`config.mk`:
```
export PLATFORM = sky130hd
export DESIGN_NAME = irq_tree_ctrl
export DESIGN_NICKNAME = d
export VERILOG_FILES = /design/src/rtl/irq_pkg.sv /design/src/rtl/irq_src_qual.sv /design/src/rtl/irq_arb6.sv /design/src/rtl/irq_tree_ctrl.sv
export SDC_FILE = /design/constraint.sdc
export NUM_CORES = 1
export LEC_CHECK = 0
export CORE_UTILIZATION = 40
export CTS_CLUSTER_DIAMETER = 80
export DETAILED_ROUTE_END_ITERATION = 10
export DONT_BUFFER_PORTS = 1
export GPL_ROUTABILITY_DRIVEN = 0
export GPL_TIMING_DRIVEN = 1
export SLEW_MARGIN = 20
export SYNTH_ARGS = -nofsm -noshare
export SYNTH_HDL_FRONTEND = slang
export SYNTH_SLANG_ARGS = --single-unit
export TNS_END_PERCENT = 100
```
`constraint.sdc`:
```
create_clock -name clk -period 5.8 [get_ports clk]
set_clock_uncertainty 0.05 [all_clocks]
set_input_delay 0.29 -clock clk [delete_from_list [all_inputs] [get_ports clk]]
set_output_delay 0.29 -clock clk [all_outputs]
set_load 0.1 [all_outputs]
```
`src/rtl/irq_pkg.sv`:
```
package irq_pkg;
  localparam int NSRC   = 32;
  localparam int DW     = 32;
  localparam int AW     = 3;
  localparam int NARB   = 6;
  localparam int SLOTS  = 6;
  localparam int NLVL   = NARB + 1;
  localparam int SELW   = 2;
  localparam int IDW    = $clog2(NSRC);
  localparam int SLW    = $clog2(SLOTS);
  localparam int PRIO_W = NLVL + NLVL * SELW;
  localparam logic [DW-1:0] RSV_BITS = 32'h0100_0040;

  typedef enum logic [AW-1:0] {
    A_SRCPND = 3'd0,
    A_ROUTE  = 3'd1,
    A_MASK   = 3'd2,
    A_PRIO   = 3'd3,
    A_INSVC  = 3'd4,
    A_VECNUM = 3'd5
  } reg_addr_e;

  // Source served by first-level arbiter a on slot s, or -1 for an empty slot.
  function automatic int slot_src(int a, int s);
    int v;
    if ((a == 0 || a == NARB - 1) && (s == 0 || s == SLOTS - 1)) return -1;
    if (a == 0) return s - 1;
    if (a == NARB - 1) return 27 + s;
    v = 6 * a + s - 2;
    if (v == 6 || v == 24) return -1;
    return v;
  endfunction
endpackage

```
`src/rtl/irq_src_qual.sv`:
```
module irq_src_qual #(
  parameter int N = 32
) (
  input  logic         clk,
  input  logic         rst_n,
  input  logic [N-1:0] src_in,
  input  logic [N-1:0] src_is_level,
  output logic [N-1:0] set_vec
);
  logic [N-1:0] prev_q;

  always_ff @(posedge clk) begin
    if (!rst_n) prev_q <= '0;
    else        prev_q <= src_in;
  end

  assign set_vec = (src_is_level & src_in) | (~src_is_level & src_in & ~prev_q);
endmodule

```
`src/rtl/irq_arb6.sv`:
```
module irq_arb6 #(
  parameter int SLOTS = 6,
  parameter int SELW  = 2,
  localparam int SLW  = $clog2(SLOTS)
) (
  input  logic [SLOTS-1:0] req,
  input  logic [SELW-1:0]  sel,
  output logic             valid,
  output logic [SLW-1:0]   slot
);
  localparam int NROT = SLOTS - 2;

  always_comb begin
    valid = 1'b0;
    slot  = '0;
    for (int k = 0; k < SLOTS; k++) begin
      int pos;
      if (k == 0)              pos = 0;
      else if (k == SLOTS - 1) pos = SLOTS - 1;
      else                     pos = ((k - 1 + int'(sel)) % NROT) + 1;
      if (!valid && req[pos]) begin
        valid = 1'b1;
        slot  = SLW'(pos);
      end
    end
  end
endmodule

```
`src/rtl/irq_tree_ctrl.sv`:
```
module irq_tree_ctrl
  import irq_pkg::*;
(
  input  logic          clk,
  input  logic          rst_n,
  input  logic [31:0]   src_in,
  input  logic [31:0]   src_is_level,
  input  logic          reg_wr_en,
  input  logic [2:0]    reg_addr,
  input  logic [31:0]   reg_wdata,
  output logic [31:0]   reg_rdata,
  output logic          fiq,
  output logic          irq
);
  logic [NSRC-1:0] srcpnd, route_r, mask_r, insvc, set_vec, service;
  logic [IDW-1:0]  vecnum_r;
  logic [NLVL-1:0] rot_en;
  logic [SELW-1:0] sel_q [NLVL];
  logic [SLOTS-1:0] l1_req [NARB];
  logic [NARB-1:0]  l1_valid;
  logic [SLW-1:0]   l1_slot [NARB];
  logic [IDW-1:0]   src_tab [NARB][SLOTS];
  logic [IDW-1:0]   l1_src [NARB];
  logic             top_valid, fiq_req, commit;
  logic [SLW-1:0]   top_slot;
  logic [IDW-1:0]   win_src;
  logic             wr_src, wr_route, wr_mask, wr_prio, wr_insvc;
  logic [DW-1:0]    prio_rd;

  irq_src_qual #(.N(NSRC)) u_qual (
    .clk(clk), .rst_n(rst_n), .src_in(src_in),
    .src_is_level(src_is_level), .set_vec(set_vec)
  );

  assign service = srcpnd & ~mask_r;
  assign fiq_req = |(srcpnd & route_r);

  for (genvar a = 0; a < NARB; a++) begin : g_l1
    for (genvar s = 0; s < SLOTS; s++) begin : g_slot
      localparam int SN = slot_src(a, s);
      if (SN >= 0) begin : g_used
        assign l1_req[a][s]  = service[SN];
        assign src_tab[a][s] = IDW'(SN);
      end else begin : g_hole
        assign l1_req[a][s]  = 1'b0;
        assign src_tab[a][s] = '0;
      end
    end
    irq_arb6 #(.SLOTS(SLOTS), .SELW(SELW)) u_arb (
      .req(l1_req[a]), .sel(sel_q[a]), .valid(l1_valid[a]), .slot(l1_slot[a])
    );
    assign l1_src[a] = src_tab[a][l1_slot[a]];
  end

  irq_arb6 #(.SLOTS(NARB), .SELW(SELW)) u_top (
    .req(l1_valid), .sel(sel_q[NLVL-1]), .valid(top_valid), .slot(top_slot)
  );

  assign win_src = l1_src[top_slot];
  assign commit  = !fiq_req && (insvc == '0) && top_valid;

  assign wr_src   = reg_wr_en && reg_addr == A_SRCPND;
  assign wr_route = reg_wr_en && reg_addr == A_ROUTE;
  assign wr_mask  = reg_wr_en && reg_addr == A_MASK;
  assign wr_prio  = reg_wr_en && reg_addr == A_PRIO;
  assign wr_insvc = reg_wr_en && reg_addr == A_INSVC;

  always_ff @(posedge clk) begin
    if (!rst_n) begin
      srcpnd   <= '0;
      route_r  <= '0;
      mask_r   <= '1;
      insvc    <= '0;
      vecnum_r <= '0;
      rot_en   <= '1;
      for (int n = 0; n < NLVL; n++) sel_q[n] <= '0;
    end else begin
      srcpnd <= (srcpnd & ~(wr_src ? reg_wdata : '0)) | set_vec;
      if (wr_route) route_r <= reg_wdata & ~RSV_BITS;
      if (wr_mask)  mask_r  <= reg_wdata | RSV_BITS;
      if (wr_prio) begin
        rot_en <= reg_wdata[NLVL-1:0];
        for (int n = 0; n < NLVL; n++) sel_q[n] <= reg_wdata[NLVL + SELW*n +: SELW];
      end else if (commit) begin
        if (rot_en[top_slot]) sel_q[top_slot] <= sel_q[top_slot] + 1'b1;
        if (rot_en[NLVL-1])   sel_q[NLVL-1]   <= sel_q[NLVL-1] + 1'b1;
      end
      if (commit) begin
        insvc    <= NSRC'(1) << win_src;
        vecnum_r <= win_src;
      end else if (wr_insvc) begin
        insvc <= insvc & ~reg_wdata;
      end
    end
  end

  always_comb begin
    prio_rd = '0;
    prio_rd[NLVL-1:0] = rot_en;
    for (int n = 0; n < NLVL; n++) prio_rd[NLVL + SELW*n +: SELW] = sel_q[n];
  end

  always_comb begin
    case (reg_addr)
      A_SRCPND: reg_rdata = srcpnd;
      A_ROUTE:  reg_rdata = route_r;
      A_MASK:   reg_rdata = mask_r;
      A_PRIO:   reg_rdata = prio_rd;
      A_INSVC:  reg_rdata = insvc;
      A_VECNUM: reg_rdata = DW'(vecnum_r);
      default:  reg_rdata = '1;
    endcase
  end

  assign fiq = fiq_req;
  assign irq = |insvc;
endmodule

```
==> reports/metrics.csv, run 1 <==
stage,metric,value,unit
floorplanning,fp.coreArea,29100,um2
yosys,syn-num-nets,1694,
clock_network,ctsLongestPathBuffers,2,
clock_network,cts_buffers,17,
pwr,pwr-share-comb,0.657,
clock_network,numClockSinks,182,
routing,drt-total-wl,47100,um
pwr,p_int,3.74,mW
outcome,outcome,"complete, no violations",
clock_network,htreeDepth,4,
pwr,p_leak,5.30,nW
finish,stdcell_area,14000,um2
critical_path,crit_path_end_kind,register,
critical_path,crit_type,reg -> reg,
sta,report.final.slew_viol_count,0,
global_routing,grtUsageTotal,0.303,
pwr,power.net_switching,4.40,mW
clock_network,clkTransAtPathRegs,0.08,ns
global_routing,grt_max_degree,100,
sta,setup_viol,0,
critical_path,worstPathArrival,5.54,ns
sta,relSlewSlack,0.228,
floorplanning,die_y,175,um
routing,wl_met3,5100,um
yosys,synth_most_common_cell,nand2_1,
global_routing,grt_antenna_before_repair,2,
routing,wl_per_cell,23.5,um
routing,top_layer,met4,
yosys,synth_edf_count,14,
sta,hold_slack,0.00460,ns
critical_path,startpoint_type,register,
clock_network,tritoncts,yes,
yosys,synth_top_area_share,0.281,
sta,rsz0062_at_grt,no,
global_routing,grt_pass1_wl,70700,um
routing,vias_per_cell,6.36,
finish,drive_gt1_frac,0.0990,
routing,dr.pass1.iters,6,
critical_path,worst-path-max-fanout,18,
floorplanning,pin_count,136,
floorplanning,num_rows,62,
yosys,async_flop_share,0,
yosys,ys_ff_latch,182,
pwr,p_seq_frac,0.196,
finish,stdcell_count,2002,
clock_network,clk_latency,0.46,ns
routing,num_vias,12700,
yosys,yosys_warnings,0,
routing,wl_met2,20500,um
clock_network,cts_root_buf,clkbuf_16,
yosys,syn_inst,1564,
sta,worstMarginPinSlew,1.16,ns
sta,min_period,5.27,ns
yosys,ys_types,96,
place,place_inst,1887,
yosys,ys_top_cells_by_count,"289 x nand2_1, 168 x dfxtp_1, 144 x a21oi_1",
place,portBuffers,0,
flow_run,maxCapViolCount,0,
place,placed_area,12600,um2
finish,area_growth,17.3,%
yosys,yosys_most_used_dff,dfxtp_1,
floorplanning,start_util,0.411,
pwr,p_per_area,581,nW/um2
sta,timing.setup.tns,0,ns
pwr,vdd_drop_max,0.648,mV
yosys,seq_area_frac_synth,0.316,
sta,worst_slack,0.532,ns
yosys,avgSynthCellArea,7.65,um2
global_routing,grt_overflow_total,0,
finish,finalNetCount,1733,
pwr,p_clk_frac,0.147,
finish,fill_cells,2830,
place,dp_slack,0.507,ns
clock_network,post_cts_buffers,0,
sta,fin_crit_sh,0.908,
worst_hold_path,hp-class,in -> reg,
pwr,switching_share,0.541,
routing,ant_nets,0,
critical_path,worst_ep_required_time,6.07,ns
critical_path,reg2reg_depth,17,
yosys,synth_area,12000,um2
sta,max_freq,0.190,GHz
floorplanning,die_x,175,um
yosys,synthTopCellsByArea,"dfxtp_1 28%, nand2_1 9.1%, a21oi_1 6.0%, edfxtp_1 3.5%, o21ai_0 3.5%",
floorplanning,die_area,30600,um2
routing,met1_length,19400,um
sta,finalHoldViolations,0,
place,hpwl,32300,um
routing,drt_iter0_markers,1453,
routing,drc,0,
yosys,yosysTopAreaCell,dfxtp_1,
worst_hold_path,holdPathStages,2,
global_routing,grt_pass1_vias,11600,
-- critical path, stage by stage (launching register included) --
cell and delay [ns]:
edfxtp_1 0.43, inv_1 0.11, ha_1 0.60, nor2b_1 0.15
a2111oi_1 0.56, o221ai_1 0.20, nand4b_1 0.38, o21a_1 0.29
a311oi_1 0.34, a21oi_1 0.11, o211ai_1 0.24, and2_2 0.34
buf_4 0.22, o2111ai_1 0.11, o211a_2 0.23, inv_2 0.10
mux2i_1 0.43, a22o_1 0.21
-- cell families after synthesis --
| logic type | Yosys count | share of synthesized area |
|---|---|---|
| DFF | 182 | 0.316 |
| AOI/OAI and AO/OA | 468 | 0.265 |
| adders and majority gates | 28 | 0.0293 |
| muxes | 38 | 0.0431 |
| and+or+nand+nor | 669 | 0.285 |
| xor gates and xnor gates | 3 | 0.00220 |
| buffers and inverters | 176 | 0.0589 |
-- layout make-up --
class / count / area, um2 / share of cell area
multi-input cells: 1206 / 7620 / 0.543
flip-flops and latches: 182 / 3780 / 0.270
repair buffers: 122 / 1280 / 0.0910
well taps: 384 / 480 / 0.0342
clock buffers: 19 / 443 / 0.0316
inverters: 74 / 278 / 0.0198
clock inverters: 13 / 139 / 0.00990
diodes: 2 / 5.00 / 0.000357
-- power groups by stage --
| stage | clock network (mW) | logic [mW] | registers, mW |
|---|---|---|---|
| floorplan | 0 | 3.95 | 1.55 |
| global placement | 0 | 5.06 | 1.62 |
| detailed placement | 0 | 5.11 | 1.62 |
| CTS | 1.20 | 5.20 | 1.59 |
| global route | 1.25 | 5.70 | 1.61 |
| finish | 1.19 | 5.35 | 1.60 |
-- metrics by stage --
| stage | utilization | total power [mW] |
|---|---|---|
| floorplan | - | 5.50 |
| global placement | 0.433 | 6.68 |
| detailed placement | 0.434 | 6.72 |
| CTS | 0.482 | 8.00 |
| global route | 0.482 | 8.56 |
| finish | 0.482 | 8.15 |
-- layout by cell type, fill, tap and decap left out, types with 8 or more instances in the layout --
cell	count
a32o_1	27
nor2b_1	26
nand4_1	10
nor3b_1	21
clkbuf_16	17
nand2b_1	22
a22o_1	8
edfxtp_1	14
and2_1	43
dfxtp_1	168
a31oi_1	8
o211ai_1	22
o21ai_2	11
nand3_1	64
mux2i_1	14
nor3_1	17
nor2_1	65
ha_1	28
o21ai_0	72
a22oi_1	27
and3_1	14
buf_4	34
dlygate4sd3_1	80
mux2_2	14
a211oi_1	24
nor4bb_1	10
nor4_1	17
and3b_1	8
nor4b_1	12
mux4_2	9
buf_16	8
inv_1	68
o22ai_2	10
nand2_1	289
a21oi_1	140
-- state kept, by name (all words and copies together) (netlist names) --
signal and flops:
route_r 30, srcpnd 32, insvc 32, sel_q 14, vecnum_r 5, rot_en 7
u_qual.prev_q 32, mask_r 30
-- worst paths after layout --
kind | start | endpoint | slack [ns]
setup / recovery | sel_q[1][1]$_DFFE_PP_ | sel_q[5][1]$_DFFE_PP_ | 0.53
hold / removal | src_is_level[27] | srcpnd[27]$_SDFF_PN0_ | 0.005
setup reg to reg | sel_q[1][1]$_DFFE_PP_ | sel_q[5][1]$_DFFE_PP_ | 0.53
hold reg to reg | srcpnd[24]$_SDFF_PN0_ | srcpnd[24]$_SDFF_PN0_ | 0.41
-- layer usage --
metal / up-vias / global-route usage
met3: 118 / 0.0716
li1: 5788 / -
met2: 795 / 0.461
met5: - / 0
met4: 0 / 0.146
met1: 6022 / 0.401
-- what timing repair did --
action / 4_1_cts / 5_1_grt
endpoints found under the hold margin: 168 / 0
hold buffers: 81 / 0
resized for setup: 0 / 2
setup endpoints to repair: 0 / 24
No activity file was read; power rests on OpenSTA's default activity.
==> inputs of run 2 (changes only) <==
CORE_MARGIN = 3   (was not set)
SYNTH_HIERARCHICAL = 1   (was not set)
==> reports/metrics.csv, run 2 <==
stage,metric,value,unit
outcome,outcome,"complete, no violations",
pwr,p_clk_frac,0.192,
clock_network,cts_buffers,17,
floorplanning,fp.coreArea,30700,um2
yosys,seq_area_frac_synth,0.308,
finish,antennaDiodeCount,0,
floorplanning,die_area,33300,um2
sta,rsz0062_at_grt,yes,
finish,final_core_util,0.487,
global_routing,grt_pass1_vias,11800,
yosys,synth_area,12500,um2
yosys,yosysTopAreaCell,dfxtp_1,
critical_path,crit_type,reg -> reg,
routing,drt-total-wl,44200,um
floorplanning,die_x,183,um
finish,layout_commonest_cell,nand2_1,
routing,vias_per_cell,6.01,
finish,ff_latch_area,3840,um2
sta,report.final.slew_viol_count,0,
floorplanning,die_y,183,um
global_routing,grt_antenna_before_repair,0,
place,hpwl,31100,um
critical_path,worst-path-max-fanout,8,
finish,mostFrequentLayoutCells,"263 x nand2_1, 168 x dfxtp_1, 135 x a21oi_1",
yosys,ys_ff_latch,184,
worst_hold_path,hp-class,in -> reg,
pwr,p_seq_frac,0.227,
pwr,pwr-share-comb,0.581,
sta,relSlewSlack,0.230,
clock_network,numClockSinks,184,
clock_network,tritoncts,yes,
yosys,synthTopCellsByArea,"dfxtp_1 27%, nand2_1 7.9%, a21oi_1 5.4%, edfxtp_1 3.9%, nor2_1 2.9%",
finish,multi_input_area,8190,um2
global_routing,grt_pass1_wl,68300,um
yosys,ys_types,70,
critical_path,startpoint_type,register,
global_routing,grt_max_degree,101,
critical_path,critPathSlowestCell,mux4_2,
pwr,power.net_switching,3.02,mW
critical_path,crit_path_end_kind,register,
yosys,synthAdderAreaFrac,0.0281,
floorplanning,pin_count,136,
critical_path,worstPathArrival,5.68,ns
yosys,async_flop_share,0,
routing,ant_nets,0,
yosys,avgSynthCellArea,7.99,um2
finish,drive_gt1_frac,0.171,
yosys,synth_most_common_cell,nand2_1,
clock_network,cts_root_buf,clkbuf_16,
finish,stdcell_area,14900,um2
sta,fin_crit_sh,0.950,
routing,drt_iter0_markers,1066,
clock_network,clkTransAtPathRegs,0.07,ns
pwr,p_int,3.61,mW
finish,finalNetCount,1798,
pwr,p_per_area,444,nW/um2
floorplanning,num_rows,64,
global_routing,grt_overflow_total,0,
critical_path,slowest_delay,0.50,ns
clock_network,htreeDepth,4,
yosys,synth_mux_area_frac,0.0713,
sta,min_period,5.51,ns
routing,wl_per_cell,21.3,um
yosys,synth-xor-area-share,0.00141,
finish,area_growth,19.8,%
pwr,switching_share,0.456,
routing,num_vias,12500,
yosys,ys_top_cells_by_count,"263 x nand2_1, 168 x dfxtp_1, 135 x a21oi_1",
yosys,synth_compound_area_frac,0.242,
floorplanning,start_util,0.406,
yosys,synth-simple-area-share,0.290,
sta,setup_viol,0,
critical_path,worst_ep_required_time,5.97,ns
pwr,vdd_drop_max,0.448,mV
sta,max_freq,0.181,GHz
yosys,syn_inst,1561,
place,placed_area,13600,um2
finish,largest_registers,"insvc x32, srcpnd x32, u_qual/prev_q x32",
yosys,synth_edf_count,16,
yosys,synth_top_family_by_area,simple AND/OR/NAND/NOR gates,
sta,finalHoldViolations,0,
yosys,yosys_warnings,6,
critical_path,worstPathCellList,inv_1 -> ha_1 -> mux4_2 -> nor2b_4 -> a21o_4 -> nor3_4 -> nand3b_1 -> mux2_2 -> mux2i_1 -> o21bai_1 -> nor3_4 -> nand4_1 -> a22oi_2 -> buf_4 -> mux4_2 -> nand2_1 -> a2111oi_4 -> o21ai_2 -> buf_4 -> o31ai_1,
pwr,p_leak,5.92,nW
flow_run,maxCapViolCount,0,
finish,fill_cells,2907,
routing,dr.pass1.iters,5,
routing,drc,0,
global_routing,grtUsageTotal,0.258,
clock_network,ctsLongestPathBuffers,2,
place,portBuffers,0,
sta,worstMarginPinSlew,1.16,ns
yosys,synth_top_area_share,0.270,
yosys,yosys_most_used_dff,dfxtp_1,
sta,timing.setup.tns,0,ns
clock_network,clk_latency,0.45,ns
run 2: logic make-up after synthesis:
group,after synthesis
XOR/XNOR,2
other,1
AO/OA/AOI/OAI,433
adder cells (fa/ha/maj),28
multiplexers,69
buffers and inverters,170
AND/OR/NAND/NOR,674
flip-flops,184
run 2: area by class of cell:
class                           count  share of cell area
Clock buffer                       21              0.0315
Clock inverter                     11              0.0113
Inverter                           62              0.0156
Multi-Input combinational cell   1230               0.549
Sequential cell                   184               0.257
Tap cell                          396              0.0332
Timing Repair Buffer              173               0.102
run 2: worst paths after layout:
| check | to | slack (ns) | from | cells past startpoint |
|---|---|---|---|---|
| min reg2reg | route_r[25]$_SDFFE_PN0P_ | 0.42 | route_r[25]$_SDFFE_PN0P_ | 2 |
| max | sel_q[3][0]$_DFFE_PP_ | 0.29 | sel_q[4][0]$_DFFE_PP_ | 20 |
| max reg2reg | sel_q[3][0]$_DFFE_PP_ | 0.29 | sel_q[4][0]$_DFFE_PP_ | 20 |
| min | srcpnd[6]$_SDFF_PN0_ | 0.007 | reg_wdata[6] | 3 |
run 2: critical path, delay by kind of cell (launching register included):
kind            cells  cell delay [ns]
buf+inv             3             0.49
mux                 4             1.22
simple gates        6             1.12
fa+ha+maj           1             0.32
compound gates      6             1.72
flops               1             0.35
run 2: stage by stage:
stage                     cells  setup slack [ns]  power (mW)  hold slack (ns)
after floorplan            1584            0.0976        4.18            0.327
after global placement     1975             0.153        5.15            0.323
after detailed placement   1975            0.0319        5.20            0.326
after CTS                  2075           0.00603        6.53        0.0000658
after global routing       2077           -0.0312        6.97          0.00952
final                      2077             0.289        6.63          0.00734
run 2: per-layer routing:
| metal | vias to the layer above | wire, um | part of all wire | GRT usage |
|---|---|---|---|---|
| met5 | - | 0 | 0 | 0 |
| met4 | 0 | 1680 | 0.038 | 0.0957 |
| met3 | 95 | 3780 | 0.085 | 0.0562 |
| met2 | 524 | 20200 | 0.46 | 0.416 |
| met1 | 5978 | 18500 | 0.42 | 0.340 |
| li1 | 5881 | - | - | - |
run 2: timing repair:
item	4_1_cts	5_1_grt
setup endpoints to repair	0	49
gates resized for setup	0	5
setup buffers	0	2
hold endpoints to repair	165	0
hold buffers	68	0
run 2: power by group through the flow:
stage / combinational (mW) / clock (mW) / sequential (mW)
2_1_floorplan: 2.66 / 0 / 1.51
3_3_place_gp: 3.63 / 0 / 1.53
3_5_place_dp: 3.67 / 0 / 1.53
4_1_cts: 3.75 / 1.28 / 1.50
5_1_grt: 4.14 / 1.32 / 1.52
6_report: 3.85 / 1.27 / 1.51
